[src/rtl/acc_alu_pkg.sv]
package acc_alu_pkg;

  localparam int OPW = 5;

  typedef enum logic [OPW-1:0] {
    OP_NOP  = 5'd0,  OP_ADD  = 5'd1,  OP_SUB  = 5'd2,  OP_ADDC = 5'd3,
    OP_SUBC = 5'd4,  OP_NADD = 5'd5,  OP_CMP  = 5'd6,  OP_AND  = 5'd7,
    OP_OR   = 5'd8,  OP_XOR  = 5'd9,  OP_NOT  = 5'd10, OP_NEG  = 5'd11,
    OP_SR   = 5'd12, OP_SL   = 5'd13, OP_SRC  = 5'd14, OP_SLC  = 5'd15,
    OP_SWAP = 5'd16, OP_INC  = 5'd17, OP_DEC  = 5'd18, OP_CLR  = 5'd19,
    OP_LDA  = 5'd20, OP_STA  = 5'd21, OP_XCH  = 5'd22, OP_NLDA = 5'd23,
    OP_NSTA = 5'd24
  } aluOp_e;

  typedef enum logic [1:0] {X_ACC, X_OPD, X_ZERO} xSel_e;
  typedef enum logic [1:0] {Y_ACC, Y_OPD, Y_ONE}  ySel_e;

  typedef enum logic [3:0] {
    R_SUM, R_AND, R_OR, R_XOR, R_NOT, R_SHR, R_SHL, R_SWAP, R_ZERO, R_PASSY
  } resSel_e;

  typedef struct packed {
    xSel_e   xSel;
    ySel_e   ySel;
    logic    subMode;
    logic    useCarry;
    logic    rotate;
    resSel_e resSel;
    logic    toAcc;
    logic    toMem;
    logic    opdToAcc;
    logic    updZf;
    logic    updCf;
    logic    updAcOv;
  } strobes_t;

endpackage

[src/rtl/acc_alu_ctrl.sv]
module acc_alu_ctrl
  import acc_alu_pkg::*;
(
  input  logic           opValid,
  input  logic [OPW-1:0] opCode,
  input  logic           dstMem,
  output strobes_t       st
);

  xSel_e tgtX;
  ySel_e tgtY;
  assign tgtX = dstMem ? X_OPD : X_ACC;
  assign tgtY = dstMem ? Y_OPD : Y_ACC;

  always_comb begin
    st = '{xSel: X_ACC, ySel: Y_OPD, resSel: R_SUM, default: 1'b0};
    if (opValid) begin
      case (aluOp_e'(opCode))
        OP_ADD, OP_ADDC: begin
          st.useCarry = (aluOp_e'(opCode) == OP_ADDC);
          st.toAcc = !dstMem; st.toMem = dstMem;
          st.updZf = 1'b1; st.updCf = 1'b1; st.updAcOv = 1'b1;
        end
        OP_SUB, OP_SUBC, OP_CMP: begin
          st.xSel = dstMem ? X_OPD : X_ACC;
          st.ySel = dstMem ? Y_ACC : Y_OPD;
          st.subMode = 1'b1;
          st.useCarry = (aluOp_e'(opCode) == OP_SUBC);
          st.toAcc = !dstMem && (aluOp_e'(opCode) != OP_CMP);
          st.toMem = dstMem && (aluOp_e'(opCode) != OP_CMP);
          st.updZf = 1'b1; st.updCf = 1'b1; st.updAcOv = 1'b1;
        end
        OP_NADD: begin
          st.xSel = dstMem ? X_ACC : X_OPD;
          st.ySel = dstMem ? Y_OPD : Y_ACC;
          st.subMode = 1'b1;
          st.toAcc = !dstMem; st.toMem = dstMem;
          st.updZf = 1'b1; st.updCf = 1'b1; st.updAcOv = 1'b1;
        end
        OP_AND, OP_OR, OP_XOR: begin
          st.resSel = (aluOp_e'(opCode) == OP_AND) ? R_AND :
                      (aluOp_e'(opCode) == OP_OR)  ? R_OR  : R_XOR;
          st.toAcc = !dstMem; st.toMem = dstMem; st.updZf = 1'b1;
        end
        OP_NOT: begin
          st.xSel = tgtX; st.resSel = R_NOT;
          st.toAcc = !dstMem; st.toMem = dstMem; st.updZf = 1'b1;
        end
        OP_SR, OP_SL, OP_SRC, OP_SLC: begin
          st.xSel = tgtX;
          st.resSel = (aluOp_e'(opCode) == OP_SR || aluOp_e'(opCode) == OP_SRC) ? R_SHR : R_SHL;
          st.rotate = (aluOp_e'(opCode) == OP_SRC || aluOp_e'(opCode) == OP_SLC);
          st.toAcc = !dstMem; st.toMem = dstMem; st.updCf = 1'b1;
        end
        OP_SWAP, OP_CLR: begin
          st.xSel = tgtX;
          st.resSel = (aluOp_e'(opCode) == OP_SWAP) ? R_SWAP : R_ZERO;
          st.toAcc = !dstMem; st.toMem = dstMem;
        end
        OP_INC, OP_DEC: begin
          st.xSel = tgtX; st.ySel = Y_ONE;
          st.subMode = (aluOp_e'(opCode) == OP_DEC);
          st.toAcc = !dstMem; st.toMem = dstMem;
          st.updZf = 1'b1; st.updCf = 1'b1; st.updAcOv = 1'b1;
        end
        OP_NEG: begin
          st.xSel = X_ZERO; st.ySel = tgtY; st.subMode = 1'b1;
          st.toAcc = !dstMem; st.toMem = dstMem; st.updZf = 1'b1;
        end
        OP_LDA: begin
          st.ySel = Y_OPD; st.resSel = R_PASSY; st.toAcc = 1'b1; st.updZf = 1'b1;
        end
        OP_STA, OP_XCH: begin
          st.ySel = Y_ACC; st.resSel = R_PASSY; st.toMem = 1'b1;
          st.opdToAcc = (aluOp_e'(opCode) == OP_XCH);
        end
        OP_NLDA: begin
          st.xSel = X_ZERO; st.ySel = Y_OPD; st.subMode = 1'b1;
          st.toAcc = 1'b1; st.updZf = 1'b1;
        end
        OP_NSTA: begin
          st.xSel = X_ZERO; st.ySel = Y_ACC; st.subMode = 1'b1; st.toMem = 1'b1;
        end
        default: ;
      endcase
    end
  end

endmodule

[src/rtl/acc_alu_dp.sv]
module acc_alu_dp
  import acc_alu_pkg::*;
#(
  parameter int DW = 8
) (
  input  logic          clk,
  input  logic          rstN,
  input  strobes_t      st,
  input  logic [DW-1:0] operand,
  output logic [DW-1:0] result,
  output logic          memWrEn,
  output logic [DW-1:0] accOut,
  output logic [3:0]    flagsOut
);

  localparam int NIB = DW / 2;

  logic [DW-1:0] acc, x, y, yEff, sum;
  logic          zf, cf, ac, ov;
  logic          cinBit, carryOut, shIn, shOut;
  logic [NIB:0]  lowSum;
  logic          cfArith, acArith, ovArith;

  always_comb begin
    case (st.xSel)
      X_ACC:   x = acc;
      X_OPD:   x = operand;
      default: x = '0;
    endcase
    case (st.ySel)
      Y_ACC:   y = acc;
      Y_OPD:   y = operand;
      default: y = {{(DW-1){1'b0}}, 1'b1};
    endcase
  end

  assign yEff   = st.subMode ? ~y : y;
  assign cinBit = st.subMode ? ~(st.useCarry & cf) : (st.useCarry & cf);
  assign {carryOut, sum} = {1'b0, x} + {1'b0, yEff} + {{DW{1'b0}}, cinBit};
  assign lowSum = {1'b0, x[NIB-1:0]} + {1'b0, yEff[NIB-1:0]} + {{NIB{1'b0}}, cinBit};

  assign cfArith = st.subMode ? ~carryOut : carryOut;
  assign acArith = st.subMode ? ~lowSum[NIB] : lowSum[NIB];
  assign ovArith = (x[DW-1] == yEff[DW-1]) && (sum[DW-1] != x[DW-1]);

  assign shIn  = st.rotate & cf;
  assign shOut = (st.resSel == R_SHR) ? x[0] : x[DW-1];

  always_comb begin
    case (st.resSel)
      R_AND:   result = acc & operand;
      R_OR:    result = acc | operand;
      R_XOR:   result = acc ^ operand;
      R_NOT:   result = ~x;
      R_SHR:   result = {shIn, x[DW-1:1]};
      R_SHL:   result = {x[DW-2:0], shIn};
      R_SWAP:  result = {x[NIB-1:0], x[DW-1:NIB]};
      R_ZERO:  result = '0;
      R_PASSY: result = y;
      default: result = sum;
    endcase
  end

  assign memWrEn = st.toMem;

  always_ff @(posedge clk) begin
    if (!rstN) begin
      acc <= '0;
      zf  <= 1'b0;
      cf  <= 1'b0;
      ac  <= 1'b0;
      ov  <= 1'b0;
    end else begin
      if (st.opdToAcc)   acc <= operand;
      else if (st.toAcc) acc <= result;
      if (st.updZf)      zf <= (result == '0);
      if (st.updCf)      cf <= (st.resSel == R_SUM) ? cfArith : shOut;
      if (st.updAcOv) begin
        ac <= acArith;
        ov <= ovArith;
      end
    end
  end

  assign accOut   = acc;
  assign flagsOut = {ov, ac, cf, zf};

endmodule

[src/rtl/acc_alu.sv]
module acc_alu
  import acc_alu_pkg::*;
#(
  parameter int DW = 8
) (
  input  logic           clk,
  input  logic           rstN,
  input  logic           opValid,
  input  logic [OPW-1:0] opCode,
  input  logic           dstMem,
  input  logic [DW-1:0]  operand,
  output logic [DW-1:0]  resultOut,
  output logic           memWrEn,
  output logic [DW-1:0]  accOut,
  output logic [3:0]     flagsOut
);

  strobes_t st;

  acc_alu_ctrl u_ctrl (
    .opValid (opValid),
    .opCode  (opCode),
    .dstMem  (dstMem),
    .st      (st)
  );

  acc_alu_dp #(.DW(DW)) u_dp (
    .clk      (clk),
    .rstN     (rstN),
    .st       (st),
    .operand  (operand),
    .result   (resultOut),
    .memWrEn  (memWrEn),
    .accOut   (accOut),
    .flagsOut (flagsOut)
  );

endmodule

[config.mk]
export PLATFORM = sky130hd
export DESIGN_NAME = acc_alu
export DESIGN_NICKNAME = d
export VERILOG_FILES = /design/src/rtl/acc_alu_pkg.sv /design/src/rtl/acc_alu_ctrl.sv /design/src/rtl/acc_alu_dp.sv /design/src/rtl/acc_alu.sv
export SDC_FILE = /design/constraint.sdc
export NUM_CORES = 1
export LEC_CHECK = 0
export CORE_ASPECT_RATIO = 1.2
export CORE_MARGIN = 4
export CORE_UTILIZATION = 35
export CTS_CLUSTER_DIAMETER = 200
export DETAILED_ROUTE_END_ITERATION = 10
export REMOVE_ABC_BUFFERS = 1
export SETUP_SLACK_MARGIN = 0.1
export SYNTH_ARGS = -nofsm -noshare
export SYNTH_HDL_FRONTEND = slang
export SYNTH_HIERARCHICAL = 1
export SYNTH_SLANG_ARGS = --single-unit
[constraint.sdc]
create_clock -name clk -period 14 [get_ports clk]
set_input_delay 4.2 -clock clk [delete_from_list [all_inputs] [get_ports clk]]
set_output_delay 4.2 -clock clk [all_outputs]
set_load 0.02 [all_outputs]
After elaboration in Yosys (flattened, before gate mapping)

Index checks and enable logic that the tools add are counted.

Bits in read-only memories: 0
Memories kept: 0
Input port bits: 17
Register bits: 12
Word-level logic and storage cells: 116
RAM bits: 0
Output and inout bits: 21
Bits in latches: 0

Divide/modulo/power cells: 0
$lt $le $gt $ge: 0
Shift operators: 0
Add/subtract/negate cells: 4
Equality and inequality tests: 38
Reduce and logical (&&, ||, !) cells: 29
Bitwise operators: 10
Multiply operators: 0
Muxes and demuxes: 30

Operators by type and width:

| kind               | number |
|---|---|
| $pmux 8 s9         | 1 |
| $eq 5x5->1 const B | 9 |
| $eq 5x4->1 const B | 8 |
| $pmux 8 s2         | 2 |
| $mux 8             | 3 |
| $reduce_or 12->1   | 2 |
| $eq 5x3->1 const B | 4 |
| $pmux 4 s5         | 1 |
| $mux 17            | 1 |
| $eq 4x3->1 const B | 4 |
| $not 8->8          | 2 |
| $reduce_or 16->1   | 1 |
| $reduce_or 15->1   | 1 |
| $reduce_or 3->1    | 5 |
| $mux 1             | 13 |
| $reduce_or 2->1    | 6 |
| $eq 5x2->1 const B | 2 |
| $add 8x8->9        | 1 |
| $add 9x1->9        | 1 |
| $and 8x8->8        | 1 |
| $eq 4x2->1 const B | 2 |
| $eq 4x4->1 const B | 2 |
| $logic_not 8->1    | 1 |
| $mux 4             | 2 |
| other kinds (26)   | 36 |

Longest topological paths before layout

Depth after elaboration: 14
Gate-level depth with buffers: 19
Mapped depth without buffers: 16

Cells and area by module

The synthesis kept the hierarchy.

By module, submodules not included:

| module       | instances | seq. area each (um^2) | cells each | area each (um^2) |
|---|---|---|---|---|
| acc_alu_dp   | 1         | 240.2                 | 315        | 2362.3 |
| acc_alu_ctrl | 1         | 0.0                   | 102        | 593.1 |

Least setup slack after synthesis

No wires, ideal clock.

Path kind: input to output
From: input port opCode[3]
To: output port resultOut[6]
Path buffers: 3
Data required time: 9.800 ns
Arrival time: 7.665 ns
Slack: 2.135 ns
Stages on the path: 15
Cell sequence: buf_2 -> buf_4 -> nor2_1 -> a31oi_1 -> a221oi_1 -> buf_6 -> mux2i_1 -> or2_1 -> fa_1 -> fa_1 -> nand2b_1 -> a21oi_1 -> a31oi_1 -> xnor2_1 -> a32oi_1

RTL lines:

| what               | RTL line      | RTL |
|---|---|---|
| start: declaration | acc_alu.sv:9  | `input logic [OPW-1:0] opCode,` |
| end: declaration   | acc_alu.sv:12 | `output logic [DW-1:0] resultOut,` |

==> results by group <==
Final layout
  – Post-synthesis to final-layout area growth: 16.77%
  – Non-filler instance count after layout: 551
  – Diodes inserted: 0
  – Final core utilization: 42.09%
  – Post-route cell area: 3451 um2
  – Total Nets Final: 480
  – Fraction of final layout cells with drive strength greater than 1: 8.009%

STA
  – Min Clock Period, post-route: 13370 ps
  – Measured slew at the worst slew-check pin: 835.6 ps
  – Worst clock skew: 1.514 ps
  – Total negative setup slack: 0 ps
  – Tcrit/Tclk final: 95.50%
  – Setup violators final: 0
  – Slew Limit Headroom: 44.12%
  – RSZ-0062 raised after global routing: false
  – Number of slew-limit violations in the final report: 0
  – Minimum setup slack in the final design: 630.6 ps
  – Worst hold slack: 500.7 ps
  – Highest Clock Rate: 74.80 MHz
  – Number of failing hold endpoints at the final stage: 0

Routing
  – Number of routed nets with antenna violations: 0
  – DR vias: 3310
  – Vias per cell: 6.007
  – Average wire per standard cell: 20.23 um
  – Residual DRC count: 0
  – Iter 0 DRT Violations: 259
  – DR pass1 iterations: 5
  – Routed wire length: 11150 um

Die
  – Initial core utilization: 36.05%
  – Die extent in y: 108.7 um
  – Placeable Area: 8198 um2
  – Die Footprint: 9984 um2
  – Die X-Extent: 91.89 um
  – Cell Rows: 36
  – Boundary Pins: 38

Power and ir drop
  – Power share of the combinational group: 66.1%
  – IR Drop Worst-Case VDD: 0.00005088 V
  – Total Power: 245.5 uW
  – Power density normalized to cell area: 71.13 nW/um2
  – Internal power: 128.4 uW
  – Reg power frac: 16.4%
  – Standby leakage power: 1.358 nW
  – Switching portion of total power: 47.70%
  – Total net switching power: 117.1 uW
  – Fraction of power consumed by the clock network: 17.6%

GRT
  – Initial antenna violation count: 0
  – Maximum number of pins on one net before global-route repair: 27
  – Met2 usage: 39.87%
  – Number of global-route vias before repair: 3289
  – Total overflow reported by the global router: 0
  – Overall routing resource usage: 22.35%
  – Highest-utilization routing layer at the global route stage: met2
  – Grt met3 use: 2.830%
  – Wire length of the first global-routing pass: 17430 um
  – Fraction of met1 tracks used by global routing: 25.36%

Yosys
  – Avg Inst Size Synth: 7.087 um2
  – Prevailing post-synth register cell: dfxtp_1
  – Number of cells produced by synthesis: 417
  – Count of cell types in the netlist: 69
  – Number of flops mapped to enable cells by yosys: 0
  – Post-synthesis sequential area ratio: 8.129%
  – Yosys synthesis warning count: 6
  – Share of synthesized flip-flops with an asynchronous set or reset: 0%
  – Number of register bits inferred by synthesis: 12
  – Cell area after synthesis: 2955 um2

Placement
  – Sum of net half-perimeters after detailed placement: 8437 um
  – Post-placement worst setup slack: 681.0 ps
  – Cell area after placement: 3396 um2
  – IO buf count: 37
  – Routability congestion estimate from global placement: 0.9932
  – Count of placed standard cells including taps: 547

Worst setup path
  – Largest fanout of any net on the critical path: 25
  – Nature of the critical path startpoint: input port
  – R2r setup slk: 10490 ps
  – Worst endpoint data arrival time: 9170 ps
  – Capturing element type of the critical path: primary output
  – Crit Path Category: input port to primary output
  – Data required time at the worst endpoint: 9800 ps

CTS
  – Number of gates given a new drive strength after cts: 0
  – Clock tree sinks: 12
  – Clock latency reported for the late side of the worst-skew pair: 260 ps
  – Clock root cell: clkbuf_8
  – Clock slew seen by the registers of the worst setup and hold paths: 70 ps
  – Buffers inserted by post-CTS timing repair: 0
  – CTS H-tree depth: 1
  – Hold bufs inserted after CTS: 0
  – Clock Tree Buf Depth: 2
  – Number of clock buffers inserted by TritonCTS: 3
  – CTS tree: yes

Run
  – Maxcap violations: 0

Hold path
  – Kind of path behind the tightest hold check: flop to flop

Run status
  – Outcome: finished, final reports clean
## layout by cell type, fill, tap and decap left out, drive strengths merged, types with 13 or more instances in the layout
cell type      count
inv               32
nor3              13
o21ai             24
a21oi             20
mux2i             20
nor2              43
clkdlybuf4s50     37
buf               14
ha                23
nand2             30
## layout make-up
type | count | area [um2]
inverters | 33 | 123.9
flip-flops and latches | 12 | 240.2
clock buffers | 4 | 55.05
fillers | 906 | 4747
well taps | 114 | 142.6
multi-input cells | 337 | 2414
repair buffers | 51 | 475.5
## power groups by stage
stage	clock, mW	combinational [mW]	sequential, mW
5_1_grt	0.0453	0.174	0.0406
2_1_floorplan	0	0.0919	0.0427
6_report	0.0431	0.162	0.0401
4_1_cts	0.0446	0.160	0.0402
3_3_place_gp	0	0.158	0.0409
3_5_place_dp	0	0.158	0.0409
## kinds of logic (layout without fill, tap and decap cells)
kind of cell / after synthesis / after routing / synth area share (%)
simple gates: 144 / 144 / 24.47
compound gates: 125 / 125 / 30.14
buf+inv: 68 / 88 / 10.75
fa+ha+maj: 25 / 25 / 11.09
mux: 25 / 25 / 10.08
xor+xnor: 18 / 18 / 5.334
flops: 12 / 12 / 8.129
## registers in the layout, indices dropped and copies added, names as in the netlist
| register | flops |
|---|---|
| u_dp/accOut | 8 |
| u_dp/ac | 1 |
| u_dp/cf | 1 |
| u_dp/ov | 1 |
| u_dp/zf | 1 |
## final timing paths
| check | start | to | depth (start not counted) |
|---|---|---|---|
| worst min-delay path | u_dp/ac | u_dp/ac | 2 |
| worst max-delay path | opCode[0] | resultOut[6] | 15 |
| worst min register to register | u_dp/ac | u_dp/ac | 2 |
| worst max register to register | u_dp/accOut[0] | u_dp/zf | 12 |
## Yosys cell counts, drive strengths merged (7+ instances only)
cell / instances / area share, %
inv: 32 / 4.1
ha: 23 / 9.7
dfxtp: 12 / 8.1
a31oi: 9 / 1.9
nand2: 30 / 3.8
a21oi: 20 / 3.4
xnor2: 7 / 2.1
nand2b: 10 / 2.1
xor2: 11 / 3.3
nor2: 43 / 5.5
a211oi: 9 / 2.3
buf: 26 / 5.4
nor3: 13 / 2.2
o21ai: 24 / 4.1
nor2b: 10 / 2.1
nand3: 8 / 1.4
mux2i: 20 / 6.8
clkbuf: 9 / 1.1
## worst max-delay path, cell delays in order
cell	delay (ps)
clkdlybuf4s50_1	1020
and2_1	260
a31oi_1	110
a221oi_2	260
buf_4	270
mux2i_1	130
or2_1	280
fa_1	480
fa_1	410
nand2b_1	160
a21oi_1	310
a31oi_1	180
xnor2_1	160
a32oi_1	270
clkdlybuf4s50_1	670
## per-layer routing
metal	share of wire, %	up-vias	routed length [um]
li1	-	1562	-
met1	40	1565	4452
met2	48	135	5369
met3	5.5	48	609
met4	6.4	0	716
met5	0	-	0
Power figures use the tool's default switching activity.
